<file path="src/rtl/idle_ack_pkg.sv">
package idle_ack_pkg;

  typedef enum logic [1:0] {
    POL_IMMEDIATE = 2'd0,
    POL_NEVER     = 2'd1,
    POL_WAIT      = 2'd2,
    POL_RESERVED  = 2'd3
  } idle_pol_e;

  typedef enum logic [1:0] {
    ST_RUN  = 2'd0,
    ST_PEND = 2'd1,
    ST_ACK  = 2'd2
  } ack_state_e;

  localparam int unsigned N_ACT    = 5;
  localparam int unsigned ACT_BUS  = 0;
  localparam int unsigned ACT_IRQ  = 1;
  localparam int unsigned ACT_DMA  = 2;
  localparam int unsigned ACT_ICLK = 3;
  localparam int unsigned ACT_FCLK = 4;

endpackage

</file>
<file path="src/rtl/idle_rst_sync.sv">
module idle_rst_sync #(
  parameter int unsigned STAGES = 2
) (
  input  logic clk,
  input  logic rst_n,
  output logic rst_sync_n
);
  logic [STAGES-1:0] sh_q;
  logic [STAGES-1:0] sh_d;

  always_comb begin
    sh_d = {sh_q[STAGES-2:0], 1'b1};
  end

  always_ff @(posedge clk or negedge rst_n) begin
    if (!rst_n) sh_q <= '0;
    else        sh_q <= sh_d;
  end

  assign rst_sync_n = sh_q[STAGES-1];
endmodule

</file>
<file path="src/rtl/idle_cfg_regs.sv">
module idle_cfg_regs
  import idle_ack_pkg::*;
#(
  parameter int unsigned CFG_W      = 32,
  parameter int unsigned POL_LSB    = 3,
  parameter int unsigned CLKACT_LSB = 8
) (
  input  logic             clk,
  input  logic             rst_ni,
  input  logic             wr_i,
  input  logic [CFG_W-1:0] wdata_i,
  output idle_pol_e        pol_o,
  output logic [1:0]       clkact_o
);
  idle_pol_e  pol_q, pol_d;
  logic [1:0] clkact_q, clkact_d;
  logic       unused_cfg;

  assign unused_cfg = ^wdata_i;

  always_comb begin
    pol_d    = pol_q;
    clkact_d = clkact_q;
    if (wr_i) begin
      pol_d    = idle_pol_e'(wdata_i[POL_LSB +: 2]);
      clkact_d = wdata_i[CLKACT_LSB +: 2];
    end
  end

  always_ff @(posedge clk or negedge rst_ni) begin
    if (!rst_ni) begin
      pol_q    <= POL_NEVER;
      clkact_q <= 2'd0;
    end else begin
      pol_q    <= pol_d;
      clkact_q <= clkact_d;
    end
  end

  assign pol_o    = pol_q;
  assign clkact_o = clkact_q;

  a_r1_cfg_capture: assert property (@(posedge clk) disable iff (!rst_ni)
    wr_i |=> (pol_q == idle_pol_e'($past(wdata_i[POL_LSB +: 2]))) &&
             (clkact_q == $past(wdata_i[CLKACT_LSB +: 2])));
endmodule

</file>
<file path="src/rtl/idle_quiet_det.sv">
module idle_quiet_det
  import idle_ack_pkg::*;
#(
  parameter int unsigned NACT     = N_ACT,
  parameter int unsigned ICLK_IDX = ACT_ICLK
) (
  input  logic            clk,
  input  logic            rst_ni,
  input  logic [NACT-1:0] act_i,
  input  logic            skip_iclk_i,
  output logic            quiet_o
);
  logic [NACT-1:0] counted;

  for (genvar g = 0; g < NACT; g++) begin : g_act
    if (g == ICLK_IDX) begin : g_iclk
      assign counted[g] = act_i[g] & ~skip_iclk_i;
    end else begin : g_other
      assign counted[g] = act_i[g];
    end
  end

  assign quiet_o = ~|counted;

  a_r5_iclk_skipped: assert property (@(posedge clk) disable iff (!rst_ni)
    (skip_iclk_i && ($countones(act_i) == 1) && act_i[ICLK_IDX]) |-> quiet_o);
  a_r4_any_flag_blocks: assert property (@(posedge clk) disable iff (!rst_ni)
    ((act_i & ~(NACT'(1) << ICLK_IDX)) != '0) |-> !quiet_o);
endmodule

</file>
<file path="src/rtl/idle_ack_fsm.sv">
module idle_ack_fsm
  import idle_ack_pkg::*;
(
  input  logic       clk,
  input  logic       rst_ni,
  input  logic       req_i,
  input  idle_pol_e  pol_i,
  input  logic [1:0] clkact_i,
  input  logic       quiet_i,
  output logic       ack_o,
  output logic       gate_o
);
  ack_state_e st_q, st_d;
  logic       ack_q, ack_d;
  logic       gate_q, gate_d;
  logic       grant;
  logic       gate_sel;

  always_comb begin
    unique case (pol_i)
      POL_IMMEDIATE: grant = 1'b1;
      POL_WAIT:      grant = quiet_i;
      default:       grant = 1'b0;
    endcase
    gate_sel = (pol_i == POL_WAIT) && (clkact_i == 2'd0);
  end

  always_comb begin
    st_d = st_q;
    unique case (st_q)
      ST_RUN:  if (req_i) st_d = grant ? ST_ACK : ST_PEND;
      ST_PEND: if (!req_i) st_d = ST_RUN;
               else if (grant) st_d = ST_ACK;
      ST_ACK:  if (!req_i) st_d = ST_RUN;
      default: st_d = ST_RUN;
    endcase
    ack_d  = (st_d == ST_ACK);
    gate_d = 1'b0;
    if (st_d == ST_ACK) gate_d = (st_q == ST_ACK) ? gate_q : gate_sel;
  end

  always_ff @(posedge clk or negedge rst_ni) begin
    if (!rst_ni) begin
      st_q   <= ST_RUN;
      ack_q  <= 1'b0;
      gate_q <= 1'b0;
    end else begin
      st_q   <= st_d;
      ack_q  <= ack_d;
      gate_q <= gate_d;
    end
  end

  assign ack_o  = ack_q;
  assign gate_o = gate_q;

  a_r2_immediate: assert property (@(posedge clk) disable iff (!rst_ni)
    (pol_i == POL_IMMEDIATE && req_i && !ack_q) |=> ack_q);
  a_r3_never: assert property (@(posedge clk) disable iff (!rst_ni)
    ((pol_i == POL_NEVER || pol_i == POL_RESERVED) && !ack_q) |=> !ack_q);
  a_r4_wait_busy: assert property (@(posedge clk) disable iff (!rst_ni)
    (pol_i == POL_WAIT && !quiet_i && !ack_q) |=> !ack_q);
  a_r6_hold: assert property (@(posedge clk) disable iff (!rst_ni)
    (ack_q && req_i) |=> ack_q);
  a_r7_drop: assert property (@(posedge clk) disable iff (!rst_ni)
    !req_i |=> !ack_q);
  a_r9_gate_needs_ack: assert property (@(posedge clk) disable iff (!rst_ni)
    !ack_q |-> !gate_q);
endmodule

</file>
<file path="src/rtl/idle_ack_ctrl.sv">
module idle_ack_ctrl
  import idle_ack_pkg::*;
#(
  parameter int unsigned CFG_W      = 32,
  parameter int unsigned POL_LSB    = 3,
  parameter int unsigned CLKACT_LSB = 8,
  parameter int unsigned RST_STAGES = 2
) (
  input  logic             clk,
  input  logic             rst_n,
  input  logic             cfg_wr_i,
  input  logic [CFG_W-1:0] cfg_wdata_i,
  input  logic             idle_req_i,
  input  logic             bus_busy_i,
  input  logic             irq_pend_i,
  input  logic             dma_pend_i,
  input  logic             iclk_busy_i,
  input  logic             fclk_busy_i,
  output logic             idle_ack_o,
  output logic             iclk_en_o
);
  logic             rst_i_n;
  idle_pol_e        pol;
  logic [1:0]       clkact;
  logic [N_ACT-1:0] act;
  logic             quiet;
  logic             gate;

  idle_rst_sync #(.STAGES(RST_STAGES)) u_rst (
    .clk(clk), .rst_n(rst_n), .rst_sync_n(rst_i_n)
  );

  idle_cfg_regs #(.CFG_W(CFG_W), .POL_LSB(POL_LSB), .CLKACT_LSB(CLKACT_LSB)) u_cfg (
    .clk(clk), .rst_ni(rst_i_n), .wr_i(cfg_wr_i), .wdata_i(cfg_wdata_i),
    .pol_o(pol), .clkact_o(clkact)
  );

  always_comb begin
    act           = '0;
    act[ACT_BUS]  = bus_busy_i;
    act[ACT_IRQ]  = irq_pend_i;
    act[ACT_DMA]  = dma_pend_i;
    act[ACT_ICLK] = iclk_busy_i;
    act[ACT_FCLK] = fclk_busy_i;
  end

  idle_quiet_det #(.NACT(N_ACT), .ICLK_IDX(ACT_ICLK)) u_quiet (
    .clk(clk), .rst_ni(rst_i_n), .act_i(act),
    .skip_iclk_i(clkact != 2'd0), .quiet_o(quiet)
  );

  idle_ack_fsm u_fsm (
    .clk(clk), .rst_ni(rst_i_n), .req_i(idle_req_i), .pol_i(pol),
    .clkact_i(clkact), .quiet_i(quiet), .ack_o(idle_ack_o), .gate_o(gate)
  );

  assign iclk_en_o = ~(gate & idle_req_i);

  a_r9_en_without_ack: assert property (@(posedge clk) disable iff (!rst_i_n)
    !idle_ack_o |-> iclk_en_o);
  a_r8_en_on_release: assert property (@(posedge clk) disable iff (!rst_i_n)
    (pol != POL_WAIT && !idle_ack_o) |=> iclk_en_o);
endmodule

</file>
<file path="config.mk">
export PLATFORM = sky130hd
export DESIGN_NAME = idle_ack_ctrl
export DESIGN_NICKNAME = d
export VERILOG_FILES = /design/src/rtl/idle_ack_pkg.sv /design/src/rtl/idle_rst_sync.sv /design/src/rtl/idle_cfg_regs.sv /design/src/rtl/idle_quiet_det.sv /design/src/rtl/idle_ack_fsm.sv /design/src/rtl/idle_ack_ctrl.sv
export SDC_FILE = /design/constraint.sdc
export NUM_CORES = 1
export LEC_CHECK = 0
export BUFFER_PORTS_ARGS = -buffer_cell sky130_fd_sc_hd__buf_2
export CAP_MARGIN = 20
export CORE_UTILIZATION = 31
export CTS_BUF_LIST = sky130_fd_sc_hd__clkbuf_4
export DETAILED_ROUTE_END_ITERATION = 8
export PLACE_DENSITY_LB_ADDON = 0.3
export SYNTH_ARGS = -nofsm -noshare
export SYNTH_HDL_FRONTEND = slang
export SYNTH_HIERARCHICAL = 1
export SYNTH_SLANG_ARGS = --single-unit
</file>
<file path="constraint.sdc">
create_clock -name clk -period 0.8 [get_ports clk]
set_clock_uncertainty 0.15 [all_clocks]
set_input_delay 0.12 -clock clk [delete_from_list [all_inputs] [get_ports clk]]
set_output_delay 0.12 -clock clk [all_outputs]
set_load 0.02 [all_outputs]
</file>
==> reports/results.ini <==
[layout]
fin_util = 0.542
nets = 96
fill_cells = 110
drive_above_1_share = 0.648
diodes = 0
synthToLayoutAreaGrowth_pct = 55.0

[worst_setup_path]
cp.required_ps = 790
crit_type = flip-flop to flip-flop
critPathArrivalTime_ps = 1290
path_cells = or2_1, inv_2, a21oi_4, nor2b_4, o32ai_2
crit_path_top_delay_cell = dfrtp_1
start_kind = flip-flop
end_kind = flip-flop
slowest_delay_ps = 380
cp_max_fo = 3

[global_route]
antenna_found_initial = 0
grt_pass1_vias = 308
grt_use_total = 0.133
grt_pass1_wl_um = 1280
grt_max_degree = 9
grt.overflow.total = 0

[routing]
wl_per_cell_um = 13.4
drcViolationCount = 0
num_vias = 319
antenna_left = 0
wirelength_um = 911
dr.pass1.iters = 1
viasPerCell = 4.69
drtIter0Drc = 0

[sta]
finalHoldViolCount = 11
whs_ps = -58.3
setup_ws_ps = -496
final-setup-viol-count = 10
slew_viol_final = 0
rsz0062_at_grt = true
fmax_ghz = 0.772
timing.final.crit_share = 1.62
fin_tns_setup_ps = -3180
period_needed_ps = 1300

[run_status]
violations = hold timing, setup timing
status = complete, but fails checks

[place]
port_buffers = 14
globalplace.congestion = 0.687
dp_hpwl_um = 614
dp_slack_ps = -705

[clock_tree]
clk_pin_slew_ps = 70
numCtsBuffers = 3
hold_buffers = 1
root_buffer = clkbuf_4
cts_max_path_buffers = 2
clkSinkCount = 10
clock_latency_ps = 260
cts_tree = built
htree_levels = 1

[floorplan]
coreArea_um2 = 1170
dieWidth_um = 38.3
fp.dieH_um = 38.3
die_area_um2 = 1470
initial_core_util = 0.349
ios = 43
num_rows = 12

[pwr]
power_per_cell_area_nw_per_um2 = 1820
vdd_drop_max_mv = 1.19
p_leak_nw = 0.305

[synthesis]
ys_seq_area_frac = 0.615
yosysWarnings = 6
netlist-cell-type-count = 16
syn-instance-count = 30
syn-cell-area_um2 = 409
avgSynthCellArea_um2 = 13.6
syn_nets = 71
ys_ff_latch = 10

[worst_hold_path]
hold_path.class = input port to flip-flop

[job]
drv_cap = 0

==> metal layers <==
metal | vias up | wire length (um) | part of all wire | track usage
met1 | 155 | 341 | 0.37 | 0.178
met4 | 0 | 0 | 0 | 0.121
met3 | 0 | 39 | 0.043 | 0.0233
li1 | 155 | - | - | -
met5 | - | 0 | 0 | 0
met2 | 9 | 530 | 0.58 | 0.178
==> sequential cells by signal, summed over array words and instances (netlist names) <==
| register | cells |
|---|---|
| u_fsm/gate_o | 1 |
| u_cfg/clkact_o | 2 |
| u_cfg/pol_o | 2 |
| u_fsm/st_q | 2 |
| u_rst/sh_q | 2 |
| u_fsm/ack_o | 1 |
==> path summary, 6_finish.rpt <==
path,endpoint,start,depth (start not counted),slack (ps)
min in group asynchronous,u_fsm/ack_o$_DFF_PN0_,u_rst/sh_q[1]$_DFF_PN0_,0,-20
hold reg to reg,u_fsm/ack_o$_DFF_PN0_,u_rst/sh_q[1]$_DFF_PN0_,0,-20
max in group asynchronous,u_cfg/pol_o[0]$_DFFE_PN1P_,u_rst/sh_q[1]$_DFF_PN0_,0,230
hold / removal,u_cfg/pol_o[0]$_DFFE_PN1P_,cfg_wdata_i[3],2,-60
setup reg to reg,u_fsm/st_q[1]$_DFF_PN0_,u_cfg/clkact_o[1]$_DFFE_PN0P_,5,-500
setup / recovery,u_fsm/st_q[1]$_DFF_PN0_,u_cfg/clkact_o[1]$_DFFE_PN0P_,5,-500
==> stage by stage <==
stage | total power, W | cell area, um2 | instances
2_1_floorplan | 0.000666 | 417 | 30
3_3_place_gp | 0.000734 | 519 | 60
3_5_place_dp | 0.000746 | 519 | 60
4_1_cts | 0.00112 | 589 | 67
5_1_grt | 0.00121 | 634 | 68
6_report | 0.00116 | 634 | 68
==> cells in the final DEF (no fill, tap or decap) <==
master and instances:
a21oi_4 1, buf_2 12, buf_4 5, buf_6 2, clkbuf_4 3, clkinv_1 1
conb_1 1, dfrtp_1 9, dfstp_2 1, dlygate4sd3_1 1, inv_2 1, mux2_2 2
mux2_4 2, nand2_1 3, nand4b_1 1, nor2b_4 1, o21ba_4 1, o32ai_2 2
o41ai_2 1, or2_1 1, or2b_1 1, or3b_1 1, or4_4 1
==> worst max-delay path, delay by kind of cell (launching register included) <==
family | cells | cell delay (ps)
buf+inv | 1 | 80
flops | 1 | 380
compound gates | 2 | 170
simple gates | 2 | 400
==> final cells by class <==
| class | count | area, um2 | area share |
|---|---|---|---|
| flip-flops and latches | 10 | 251 | 0.396 |
| well taps | 14 | 17.5 | 0.0276 |
| clock inverters | 1 | 3.75 | 0.00592 |
| repair buffers | 20 | 130 | 0.205 |
| inverters | 1 | 3.75 | 0.00592 |
| multi-input cells | 19 | 205 | 0.323 |
| clock buffers | 3 | 22.5 | 0.0355 |
==> cells in the mapped netlist, drive strengths merged <==
master,n,area [um2]
dfrtp,9,225
mux2,4,45.0
nand2,3,11.3
o32ai,2,17.5
a21oi,1,5.00
conb,1,3.75
dfstp,1,26.3
inv,1,3.75
nand4b,1,8.76
nor2b,1,6.26
o21ba,1,10.0
o41ai,1,16.3
or2,1,6.26
or2b,1,7.51
or3b,1,8.76
or4,1,7.51
==> cell families after synthesis <==
kind of cell           count (synthesis)  synth area share
DFF                                   10             0.615
and+or+nand+nor                        9             0.138
AOI/OAI and AO/OA                      5             0.119
muxes                                  4             0.110
buffers and inverters                  1           0.00917
other                                  1           0.00917
==> power by group <==
group | leakage (nW) | total, W | switching [W] | internal [W]
combinational | 0.168 | 0.000221 | 0.0000867 | 0.000135
clock | 0.0154 | 0.000343 | 0.000163 | 0.000180
sequential | 0.122 | 0.000592 | 0.0000382 | 0.000554
total | 0.305 | 0.00116 | 0.000288 | 0.000868
==> timing repair <==
action	in CTS	in global routing
setup endpoints to repair	10	10
pin swaps	3	4
buffers inserted	2	2
endpoints found under the hold margin	13	4
gates cloned	0	0
gates resized for setup	6	7
(Power assumes the default switching activity.)
